**src/rtl/irq_pkg.sv**
```systemverilog
package irq_pkg;
  // Source order is the priority order: lower index wins.
  localparam int NSRC  = 3;
  localparam int IDX_W = $clog2(NSRC);
  localparam int WD_W  = NSRC + 1;

  localparam int SRC_PIN = 0;
  localparam int SRC_IVT = 1;
  localparam int SRC_TMR = 2;

  typedef enum logic [1:0] {
    A_ENABLE = 2'd0,
    A_EDGE   = 2'd1,
    A_CLRREQ = 2'd2,
    A_SPARE  = 2'd3
  } waddr_e;
endpackage

```
**src/rtl/irq_pin_sync.sv**
```systemverilog
module irq_pin_sync #(
  parameter int STAGES = 2
) (
  input  logic clk,
  input  logic rst,
  input  logic pin_i,
  output logic lvl_o,
  output logic rise_o,
  output logic fall_o
);
  logic [STAGES-1:0] chain_q;
  logic              last_q;

  always_ff @(posedge clk) begin
    if (rst) begin
      chain_q <= '0;
      last_q  <= 1'b0;
    end else begin
      chain_q <= {chain_q[STAGES-2:0], pin_i};
      last_q  <= chain_q[STAGES-1];
    end
  end

  assign lvl_o  = chain_q[STAGES-1];
  assign rise_o = chain_q[STAGES-1] & ~last_q;
  assign fall_o = ~chain_q[STAGES-1] & last_q;
endmodule

```
**src/rtl/irq_flags.sv**
```systemverilog
module irq_flags #(
  parameter int N = 3
) (
  input  logic         clk,
  input  logic         rst,
  input  logic [N-1:0] set_i,
  input  logic [N-1:0] clr_i,
  input  logic [N-1:0] ack_i,
  output logic [N-1:0] flag_o
);
  logic [N-1:0] flag_q;

  for (genvar g = 0; g < N; g++) begin : g_flag
    always_ff @(posedge clk) begin
      if (rst)
        flag_q[g] <= 1'b0;
      else if (set_i[g])
        flag_q[g] <= 1'b1;
      else if (clr_i[g] || ack_i[g])
        flag_q[g] <= 1'b0;
    end
  end

  assign flag_o = flag_q;
endmodule

```
**src/rtl/irq_arb.sv**
```systemverilog
module irq_arb #(
  parameter int N = 3,
  localparam int IW = (N > 1) ? $clog2(N) : 1
) (
  input  logic [N-1:0]  cand_i,
  output logic          any_o,
  output logic [IW-1:0] idx_o,
  output logic [N-1:0]  grant_o
);
  always_comb begin
    idx_o = '0;
    for (int i = N - 1; i >= 0; i--) begin
      if (cand_i[i]) idx_o = IW'(i);
    end
  end

  assign any_o   = |cand_i;
  assign grant_o = any_o ? (N'(1) << idx_o) : '0;
endmodule

```
**src/rtl/irq_ctrl.sv**
```systemverilog
module irq_ctrl
  import irq_pkg::*;
#(
  parameter int SYNC_STAGES = 2
) (
  input  logic             clk,
  input  logic             rst,
  input  logic             ext_pin_i,
  input  logic             tmr_evt_i,
  input  logic             ivt_evt_i,
  input  logic             wr_en_i,
  input  logic [1:0]       wr_addr_i,
  input  logic [WD_W-1:0]  wr_data_i,
  input  logic             insn_end_i,
  input  logic             reti_i,
  output logic             take_o,
  output logic [IDX_W-1:0] vec_o,
  output logic [NSRC-1:0]  req_o,
  output logic             pin_lvl_o
);
  logic            edge_sel_q;
  logic            gie_q;
  logic [NSRC-1:0] en_q;
  logic            take_q;
  logic [IDX_W-1:0] vec_q;

  logic            pin_rise, pin_fall;
  logic [NSRC-1:0] set_ev, clr_wr, ack, grant, flags, cand;
  logic            any_cand, accept;
  logic [IDX_W-1:0] win_idx;

  waddr_e wsel;
  assign wsel = waddr_e'(wr_addr_i);

  irq_pin_sync #(.STAGES(SYNC_STAGES)) u_sync (
    .clk    (clk),
    .rst    (rst),
    .pin_i  (ext_pin_i),
    .lvl_o  (pin_lvl_o),
    .rise_o (pin_rise),
    .fall_o (pin_fall)
  );

  always_comb begin
    set_ev          = '0;
    set_ev[SRC_PIN] = edge_sel_q ? pin_fall : pin_rise;
    set_ev[SRC_IVT] = ivt_evt_i;
    set_ev[SRC_TMR] = tmr_evt_i;
  end

  assign clr_wr = (wr_en_i && wsel == A_CLRREQ) ? ~wr_data_i[NSRC-1:0] : '0;
  assign ack    = accept ? grant : '0;

  irq_flags #(.N(NSRC)) u_flags (
    .clk    (clk),
    .rst    (rst),
    .set_i  (set_ev),
    .clr_i  (clr_wr),
    .ack_i  (ack),
    .flag_o (flags)
  );

  assign cand = flags & en_q & {NSRC{gie_q}};

  irq_arb #(.N(NSRC)) u_arb (
    .cand_i  (cand),
    .any_o   (any_cand),
    .idx_o   (win_idx),
    .grant_o (grant)
  );

  assign accept = insn_end_i & any_cand;

  always_ff @(posedge clk) begin
    if (rst) begin
      edge_sel_q <= 1'b0;
      en_q       <= '0;
      gie_q      <= 1'b0;
      take_q     <= 1'b0;
      vec_q      <= '0;
    end else begin
      take_q <= accept;
      if (accept) vec_q <= win_idx;

      if (wr_en_i && wsel == A_EDGE) edge_sel_q <= wr_data_i[0];
      if (wr_en_i && wsel == A_ENABLE) en_q <= wr_data_i[NSRC-1:0];

      if (accept)
        gie_q <= 1'b0;
      else if (reti_i)
        gie_q <= 1'b1;
      else if (wr_en_i && wsel == A_ENABLE)
        gie_q <= wr_data_i[NSRC];
    end
  end

  assign take_o = take_q;
  assign vec_o  = vec_q;
  assign req_o  = flags;
endmodule

```
**config.mk**
```make
export PLATFORM = sky130hd
export DESIGN_NAME = irq_ctrl
export DESIGN_NICKNAME = d
export VERILOG_FILES = /design/src/rtl/irq_pkg.sv /design/src/rtl/irq_pin_sync.sv /design/src/rtl/irq_flags.sv /design/src/rtl/irq_arb.sv /design/src/rtl/irq_ctrl.sv
export SDC_FILE = /design/constraint.sdc
export NUM_CORES = 1
export LEC_CHECK = 0
export ABC_AREA = 1
export BUFFER_PORTS_ARGS = -buffer_cell sky130_fd_sc_hd__buf_2
export CORE_ASPECT_RATIO = 0.7
export CORE_MARGIN = 1.5
export CORE_UTILIZATION = 30
export CTS_CLUSTER_SIZE = 30
export DETAILED_ROUTE_END_ITERATION = 6
export GPL_TIMING_DRIVEN = 0
export HOLD_SLACK_MARGIN = 0.1
export PLACE_DENSITY = 0.65
export SLEW_MARGIN = 30
export SYNTH_ARGS = -nofsm -noshare
export SYNTH_HDL_FRONTEND = slang
export SYNTH_SLANG_ARGS = --single-unit
```
**constraint.sdc**
```tcl
create_clock -name clk -period 0.9 [get_ports clk]
set_input_delay 0.18 -clock clk [delete_from_list [all_inputs] [get_ports clk]]
set_output_delay 0.18 -clock clk [all_outputs]
set_load 0.05 [all_outputs]
```
==> results of run 1 <==
timing repair:
item,4_1_cts,5_1_grt
hold endpoints to repair,1,0
pin swaps,1,2
endpoints found under the setup margin,13,13
gates cloned,0,0
setup buffers,2,1
hold buffers,1,0
resized for setup,28,7
flip-flops by register name (all words and copies together), names as in the netlist:
register,flops
take_o,1
en_q,3
edge_sel_q,1
u_sync.last_q,1
vec_o,2
u_sync.chain_q,2
gie_q,1
u_flags.flag_o,3
metal layers:
| layer | GRT usage, % | up-vias | share of wire, % |
|---|---|---|---|
| met4 | 6.98 | 0 | 1.6 |
| li1 | - | 321 | - |
| met5 | 0 | - | 0 |
| met3 | 6.31 | 4 | 6.8 |
| met1 | 14.6 | 250 | 53 |
| met2 | 20.7 | 15 | 39 |
final timing paths:
check | slack [ns] | cells after the start | end
worst min register to register | 0.40 | 2 | u_sync.chain_q[1]$_SDFF_PP0_
worst max register to register | -0.03 | 5 | gie_q$_SDFFE_PP0P_
worst max-delay path | -0.08 | 1 | req_o[1]
worst min-delay path | 0.13 | 3 | u_flags.flag_o[2]$_SDFFE_PP0P_
synth_stat cells:
cell / count / share of area (%)
nand2_4: 1 / 1.8
dfxtp_1: 14 / 46
nand3_1: 8 / 6.6
inv_2: 2 / 1.2
a21oi_2: 1 / 1.4
o21ai_0: 1 / 0.82
nand2_1: 14 / 8.6
inv_1: 14 / 8.6
nor2_1: 9 / 5.5
buf_4: 1 / 1.2
nor2_4: 1 / 1.8
nand3_2: 3 / 4.9
a21oi_1: 9 / 7.4
o21ai_1: 5 / 4.1
logic make-up (layout without fill, tap and decap cells):
group / count (synthesis) / in the layout
buffers and inverters: 17 / 44
AOI/OAI and AO/OA: 16 / 16
DFF: 14 / 14
and+or+nand+nor: 36 / 36
where the power goes:
part           internal [mW]  switching (mW)  total [mW]
Sequential             0.644          0.0324       0.677
Clock                  0.161           0.191       0.352
Combinational         0.0913           0.113       0.204
Total                  0.896           0.336        1.23
final cells by class:
type	instances	area [µm²]	share of cell area, %
Buffer	1	7.51	0.817
Clock buffer	3	22.5	2.45
Clock inverter	1	3.75	0.409
Inverter	16	60.1	6.54
Multi-Input combinational cell	52	294	32.0
Sequential cell	14	305	33.2
Tap cell	22	27.5	3.00
Timing Repair Buffer	23	198	21.5
metrics by stage:
stage	hold slack, ns	worst slack (ns)
2_1_floorplan	0.287	-0.0289
3_3_place_gp	0.381	-0.112
3_5_place_dp	0.388	-0.111
4_1_cts	0.111	-0.0906
5_1_grt	0.118	-0.114
6_report	0.130	-0.0778
cells in the final DEF (no fill, tap or decap):
cell and n:
clkinv_1 1, inv_1 13, clkbuf_4 3, o21ai_1 5, dfxtp_1 4, dfxtp_2 5
nand3_1 3, nand2_2 1, nand2_1 13, nand2_4 1, dfxtp_4 5, a21oi_1 9
inv_2 3, buf_4 3, buf_8 6, a21oi_2 1, nor2_1 9, nor2_4 1
buf_2 12, buf_6 2, dlygate4sd3_1 1, o21ai_2 1, nand3_2 8
==> flow_metrics.py, run 1 <==
metrics = {
    "outcome": {
        "outcome": "finished, violations left",
        "violations": "setup timing",
    },
    "hold_path": {
        "hp-class": "in -> reg",
        "holdCritStartpoint": "tmr_evt_i",
    },
    "yosys": {
        "synth-simple-area-share_pct": 29.3,
        "synth_seq_cells": 14,
        "synth_compound_area_share_pct": 13.7,
        "synthAdderAreaFrac_pct": 0,
        "syn_avg_cell_area_um2": 7.36,
        "yosysUniqueCellTypes": 14,
        "syn-num-nets": 97,
        "syn_inst": 83,
        "synth_top_family_by_area": "simple AND/OR/NAND/NOR gates",
        "synth-xor-area-share_pct": 0,
        "synth_warnings": 0,
        "syn_area_um2": 611,
        "synthMuxAreaShare_pct": 0,
        "yosysSeqAreaShare_pct": 45.9,
    },
    "drt": {
        "wl_per_cell_um": 9.77,
        "route.vias.total": 590,
        "drc_errors": 0,
        "ant_nets": 0,
        "viasPerCell": 4.47,
        "firstDrtPassIters": 4,
        "routed_wl_um": 1290,
        "first_iter_violations": 20,
    },
    "pwr": {
        "p_total_mw": 1.23,
        "pwr_density_cell_nw_per_um2": 1340,
        "p_leak_nw": 0.432,
        "ir_drop_mv": 0.913,
    },
    "placement": {
        "io_buffers": 19,
        "hpwl_um": 968,
        "place.gp.congestion": 0.790,
        "dpl_cell_area_um2": 758,
        "placedCellCount": 124,
    },
    "worst_setup_path": {
        "r2r-start": "gie_q$_SDFFE_PP0P_",
        "slowest_stage": "dfxtp_4",
        "cp_slowest_stage_delay_ns": 0.38,
        "worst_ep_required_time_ns": 0.72,
        "arrival_ns": 0.80,
        "critical-path-top-delay-family": "flip-flops",
        "path_class": "reg -> out",
        "worst-path-buf-inv": 1,
        "path_cells": "buf_8",
        "cp_max_fo": 4,
        "startpoint": "u_flags.flag_o[1]$_SDFFE_PP0P_",
        "cp-end-kind": "output pin",
        "cp-start-kind": "register",
    },
    "timing": {
        "fmax_mhz": 1020,
        "timing_hold_violations_final": 0,
        "rsz0062_at_grt": "true",
        "final-setup-viol-count": 11,
        "tns_ns": -0.458,
        "maxSlewHeadroom_pct": 82.2,
        "fin_crit_sh_pct": 109,
        "tightest_slew_ns": 0.266,
        "setup_slack_ns": -0.0778,
        "report.final.slew_viol_count": 0,
        "clock_skew_ns": 0.00318,
        "layout_min_cycle_time_ns": 0.978,
    },
    "clock_tree": {
        "numCtsBuffers": 3,
        "clock_latency_ns": 0.27,
        "clk_pin_slew_ns": 0.08,
        "clockRootBuffer": "clkbuf_4",
        "htreeDepth": 1,
        "cts.sinks": 14,
        "cts_max_path_buffers": 2,
        "cts_tree": "built",
    },
    "floorplanning": {
        "fp-row-count": 13,
        "core_area_um2": 1890,
        "die-area_um2": 2320,
        "die_w_um": 56.9,
        "dieHeight_um": 40.7,
        "start_util_pct": 32.4,
        "io_pins": 21,
    },
    "global_route": {
        "grt_pass1_wl_um": 2150,
        "overflow": 0,
        "grt_pass1_vias": 546,
        "grt_start_max_net_pins": 10,
        "antenna_found_initial": 0,
        "grt.total_usage_pct": 12.9,
    },
    "finish": {
        "final_nets": 125,
        "area_delta_synth_final_pct": 50.4,
        "final_cell_count_no_fill": 132,
        "fillers": 194,
        "num_antenna_cells": 0,
        "postLayoutCoreUtil_pct": 48.7,
        "drive_above_1_share_pct": 47.3,
        "stdcell_area_um2": 918,
    },
    "run": {
        "maxCapViolations": 0,
    },
}
Note: power is estimated with default switching activity, not from simulation.
==> run 2, diff against run 1 <==
CORE_ASPECT_RATIO = 0.8   (was 0.7)
CORE_UTILIZATION = 35   (was 30)
PLACE_DENSITY = 0.58   (was 0.65)
==> flow_metrics.py, run 2 (synthesized netlist as in run 1, its figures left out) <==
metrics = {
    "floorplanning": {
        "die_w_um": 49.7,
        "die-area_um2": 2010,
        "core_area_um2": 1630,
        "fp-row-count": 13,
        "io_pins": 21,
        "dieHeight_um": 40.4,
        "start_util_pct": 37.5,
    },
    "global_route": {
        "grt_pass1_wl_um": 2010,
        "grt_pass1_vias": 462,
        "antenna_found_initial": 0,
        "overflow": 0,
        "grt_start_max_net_pins": 10,
        "grt.total_usage_pct": 14.3,
    },
    "worst_setup_path": {
        "reg2reg_slack_ns": -0.02,
        "r2r-start": "gie_q$_SDFFE_PP0P_",
        "startpoint": "u_flags.flag_o[1]$_SDFFE_PP0P_",
        "critical-path-top-delay-family": "flip-flops",
        "cp_max_fo": 4,
        "cp-end-kind": "output pin",
        "cp_num_cells": 1,
        "cp-start-kind": "register",
        "worst_ep_required_time_ns": 0.72,
        "r2r-end": "u_flags.flag_o[2]$_SDFFE_PP0P_",
        "r2r_cells": 6,
        "worst-path-buf-inv": 1,
        "path_class": "reg -> out",
        "arrival_ns": 0.81,
        "slowest_stage": "dfxtp_4",
        "cp-endpoint": "req_o[1]",
        "cp_slowest_stage_delay_ns": 0.38,
        "path_cells": "buf_8",
    },
    "placement": {
        "dpl_cell_area_um2": 758,
        "place.gp.congestion": 0.731,
        "io_buffers": 19,
        "hpwl_um": 946,
    },
    "pwr": {
        "switchingPower_mw": 0.344,
        "p_leak_nw": 0.425,
        "switching_share_pct": 27.6,
        "pwr_density_cell_nw_per_um2": 1380,
        "ir_drop_mv": 0.856,
        "internal_power_mw": 0.903,
        "p_total_mw": 1.25,
        "clkPwrFrac_pct": 29.8,
        "seq_power_share_pct": 54.2,
        "pwr-share-comb_pct": 16.0,
    },
    "timing": {
        "layout_min_cycle_time_ns": 0.988,
        "rsz0062_at_grt": "true",
        "timing_hold_violations_final": 0,
        "setup_slack_ns": -0.0883,
        "tns_ns": -0.443,
        "clock_skew_ns": 0.00304,
        "maxSlewHeadroom_pct": 81.3,
        "fin_crit_sh_pct": 110,
        "whs_ns": 0.127,
        "final-setup-viol-count": 9,
        "fmax_mhz": 1010,
        "tightest_slew_ns": 0.279,
        "report.final.slew_viol_count": 0,
    },
    "drt": {
        "drc_errors": 0,
        "ant_nets": 0,
        "first_iter_violations": 8,
        "wl_per_cell_um": 9.73,
        "routed_wl_um": 1270,
        "firstDrtPassIters": 4,
        "route.vias.total": 589,
        "viasPerCell": 4.50,
    },
    "finish": {
        "num_antenna_cells": 0,
        "drive_above_1_share_pct": 43.1,
        "final_nets": 124,
        "layout_commonest_cell": "nand2_1",
        "final_cell_mix": "nand2_1 (14), inv_1 (13), buf_2 (12)",
        "stdcell_area_um2": 903,
        "area_delta_synth_final_pct": 48.0,
    },
    "hold_path": {
        "worstHoldPathCells": 3,
        "hp-class": "in -> reg",
    },
    "outcome": {
        "outcome": "finished, violations left",
        "violations": "setup timing",
    },
    "clock_tree": {
        "cts_tree": "built",
        "htreeDepth": 1,
        "clk_pin_slew_ns": 0.08,
        "numCtsBuffers": 3,
        "cts_max_path_buffers": 2,
        "clockRootBuffer": "clkbuf_4",
        "clock_latency_ns": 0.28,
        "cts.sinks": 14,
    },
    "run": {
        "maxCapViolations": 0,
    },
}
==> run 2: layer usage <==
metal,share of wire (%),vias to the layer above,global-route usage [%]
met1,50,250,16.9
li1,-,315,-
met5,0,-,0
met2,41,21,22.7
met4,0.63,0,4.17
met3,7.8,3,7.84
==> run 2: final cells by class <==
cell class / instances / area (µm²)
inverters: 16 / 62.6
well taps: 22 / 27.5
repair buffers: 22 / 194
flip-flops and latches: 14 / 304
clock buffers: 4 / 26.3
multi-input cells: 52 / 282
plain buffers: 1 / 7.51
fillers: 172 / 723
==> run 2: metrics by stage <==
step | utilization (%) | worst slack [ns] | cells
4_1_cts | 54.2 | -0.0961 | 131
5_1_grt | 55.5 | -0.123 | 131
3_5_place_dp | 46.6 | -0.138 | 124
6_report | 55.5 | -0.0883 | 131
3_3_place_gp | 46.6 | -0.119 | 124
2_1_floorplan | - | -0.0289 | 83
==> run 2: timing repair <==
action	4_1_cts	5_1_grt
hold endpoints to repair	1	0
setup buffers	2	0
pin swaps	2	2
resized for setup	27	6
setup endpoints to repair	13	13
hold buffers	1	0
==> run 2: worst min path at each step <==
stage / startpoint / endpoint / slack, ns
2_1_floorplan: ext_pin_i / u_sync.chain_q[0]$_SDFF_PP0_ / 0.29
3_3_place_gp: ext_pin_i / u_sync.chain_q[0]$_SDFF_PP0_ / 0.38
3_5_place_dp: u_sync.chain_q[0]$_SDFF_PP0_ / u_sync.chain_q[1]$_SDFF_PP0_ / 0.39
4_1_cts: tmr_evt_i / u_flags.flag_o[2]$_SDFFE_PP0P_ / 0.12
5_1_grt: tmr_evt_i / u_flags.flag_o[2]$_SDFFE_PP0P_ / 0.12
6_report: tmr_evt_i / u_flags.flag_o[2]$_SDFFE_PP0P_ / 0.13
==> run 2: tightest hold or removal path: stages <==
cell,delay [ns]
buf_2,0.09
inv_1,0.05
a21oi_2,0.05
==> run 2: power by group through the flow <==
stage / Combinational [mW] / Clock, mW / Sequential (mW)
floorplan: 0.0700 / 0 / 0.720
global placement: 0.163 / 0 / 0.683
detailed placement: 0.166 / 0 / 0.684
CTS: 0.196 / 0.393 / 0.675
global route: 0.218 / 0.428 / 0.682
finish: 0.199 / 0.372 / 0.676
==> run 3, diff against run 2 <==
REMOVE_ABC_BUFFERS = 1   (was default)
clock period = 0.8 ns   (was 0.9 ns; I/O delays follow)
==> flow_metrics.py, run 3 (synthesized netlist as in run 1, its figures left out) <==
metrics = {
    "global_route": {
        "grt_start_max_net_pins": 10,
        "grt_pass1_vias": 505,
        "grt_pass1_wl_um": 2080,
        "grt.total_usage_pct": 14.8,
        "antenna_found_initial": 0,
        "overflow": 0,
    },
    "worst_setup_path": {
        "cp-start-kind": "register",
        "cp-end-kind": "output pin",
        "critical-path-top-delay-family": "flip-flops",
        "path_class": "reg -> out",
        "slowest_stage": "dfxtp_4",
        "r2r-start": "gie_q$_SDFFE_PP0P_",
        "startpoint": "u_flags.flag_o[1]$_SDFFE_PP0P_",
        "cp_slowest_stage_delay_ns": 0.38,
        "r2r-end": "u_flags.flag_o[2]$_SDFFE_PP0P_",
        "reg2reg_slack_ns": -0.14,
        "cp-endpoint": "req_o[1]",
        "cp_num_cells": 1,
        "arrival_ns": 0.80,
        "path_cells": "buf_8",
        "cp_max_fo": 4,
        "worst-path-buf-inv": 1,
        "worst_ep_required_time_ns": 0.64,
        "r2r_cells": 6,
    },
    "floorplanning": {
        "start_util_pct": 37.5,
        "io_pins": 21,
        "die-area_um2": 2010,
        "core_area_um2": 1630,
        "fp-row-count": 13,
        "die_w_um": 49.7,
        "dieHeight_um": 40.4,
    },
    "drt": {
        "drc_errors": 0,
        "routed_wl_um": 1340,
        "firstDrtPassIters": 3,
        "first_iter_violations": 3,
        "ant_nets": 0,
        "route.vias.total": 587,
        "wl_per_cell_um": 10.3,
        "viasPerCell": 4.52,
    },
    "placement": {
        "placedCellCount": 124,
        "place.gp.congestion": 0.733,
        "place_ws_ns": -0.242,
        "hpwl_um": 925,
        "io_buffers": 20,
    },
    "finish": {
        "layout_commonest_cell": "nand2_1",
        "final_cell_mix": "nand2_1 (14), buf_2 (13), inv_1 (11)",
        "final_nets": 123,
        "final_cell_count_no_fill": 130,
        "drive_above_1_share_pct": 44.4,
        "area_delta_synth_final_pct": 45.3,
        "num_antenna_cells": 0,
    },
    "pwr": {
        "p_total_mw": 1.48,
        "p_leak_nw": 0.421,
        "pwr_density_cell_nw_per_um2": 1670,
        "ir_drop_mv": 1.19,
    },
    "timing": {
        "rsz0062_at_grt": "true",
        "clock_skew_ns": 0.00278,
        "fmax_mhz": 1040,
        "report.final.slew_viol_count": 0,
        "maxSlewHeadroom_pct": 83.5,
        "whs_ns": 0.109,
        "final-setup-viol-count": 13,
        "tightest_slew_ns": 0.246,
        "setup_slack_ns": -0.162,
        "layout_min_cycle_time_ns": 0.962,
        "timing_hold_violations_final": 0,
        "fin_crit_sh_pct": 120,
    },
    "run": {
        "maxCapViolations": 0,
    },
    "outcome": {
        "violations": "setup timing",
        "outcome": "finished, violations left",
    },
    "clock_tree": {
        "cts.sinks": 14,
        "clk_pin_slew_ns": 0.08,
        "htreeDepth": 1,
        "numCtsBuffers": 3,
        "cts_tree": "built",
        "cts_setup_buffers": 0,
        "cts_max_path_buffers": 2,
        "clockRootBuffer": "clkbuf_4",
        "clock_latency_ns": 0.28,
    },
    "hold_path": {
        "hp-class": "in -> reg",
    },
}
==> run 3: worst min-delay path by stage <==
stage	start	endpoint	cells after the start
after floorplan	rst	u_flags.flag_o[2]$_SDFFE_PP0P_	1
after global placement	ext_pin_i	u_sync.chain_q[0]$_SDFF_PP0_	3
after detailed placement	ext_pin_i	u_sync.chain_q[0]$_SDFF_PP0_	3
after CTS	tmr_evt_i	u_flags.flag_o[2]$_SDFFE_PP0P_	3
after global routing	tmr_evt_i	u_flags.flag_o[2]$_SDFFE_PP0P_	3
final	tmr_evt_i	u_flags.flag_o[2]$_SDFFE_PP0P_	3
==> run 3: area by class of cell <==
class / instances / area (µm²)
repair buffers: 22 / 190
well taps: 22 / 27.5
fillers: 181 / 739
flip-flops and latches: 14 / 302
inverters: 16 / 60.1
multi-input cells: 52 / 272
clock buffers: 4 / 36.3
==> run 3: what timing repair did <==
| item | in CTS | in global routing |
|---|---|---|
| setup endpoints to repair | 14 | 14 |
| resized for setup | 27 | 14 |
| cloned | 0 | 0 |
| hold endpoints to repair | 2 | 0 |
| hold buffers | 2 | 0 |
| pin swaps | 3 | 4 |
==> run 3: layer usage <==
layer	track usage, %	routed length (µm)	up-vias	part of all wire (%)
li1	-	-	314	-
met1	16.0	632	255	47
met2	25.7	610	16	46
met3	7.09	84	2	6.3
met4	6.25	12	0	0.90
met5	0	0	-	0
==> run 3: through the flow <==
stage	cell area, µm²	util [%]	TNS [ns]
detailed placement	731	44.9	-1.28
global route	887	54.5	-2.31
global placement	731	44.9	-1.13
finish	887	54.5	-1.66
floorplan	603	-	-2.70
CTS	856	52.6	-1.61
==> run 3: where the power goes <==
group / switching, mW / leakage (nW) / internal [mW] / total (mW)
combinational: 0.125 / 0.280 / 0.0957 / 0.221
sequential: 0.0360 / 0.120 / 0.729 / 0.765
clock: 0.221 / 0.0210 / 0.277 / 0.498
total: 0.382 / 0.421 / 1.10 / 1.48
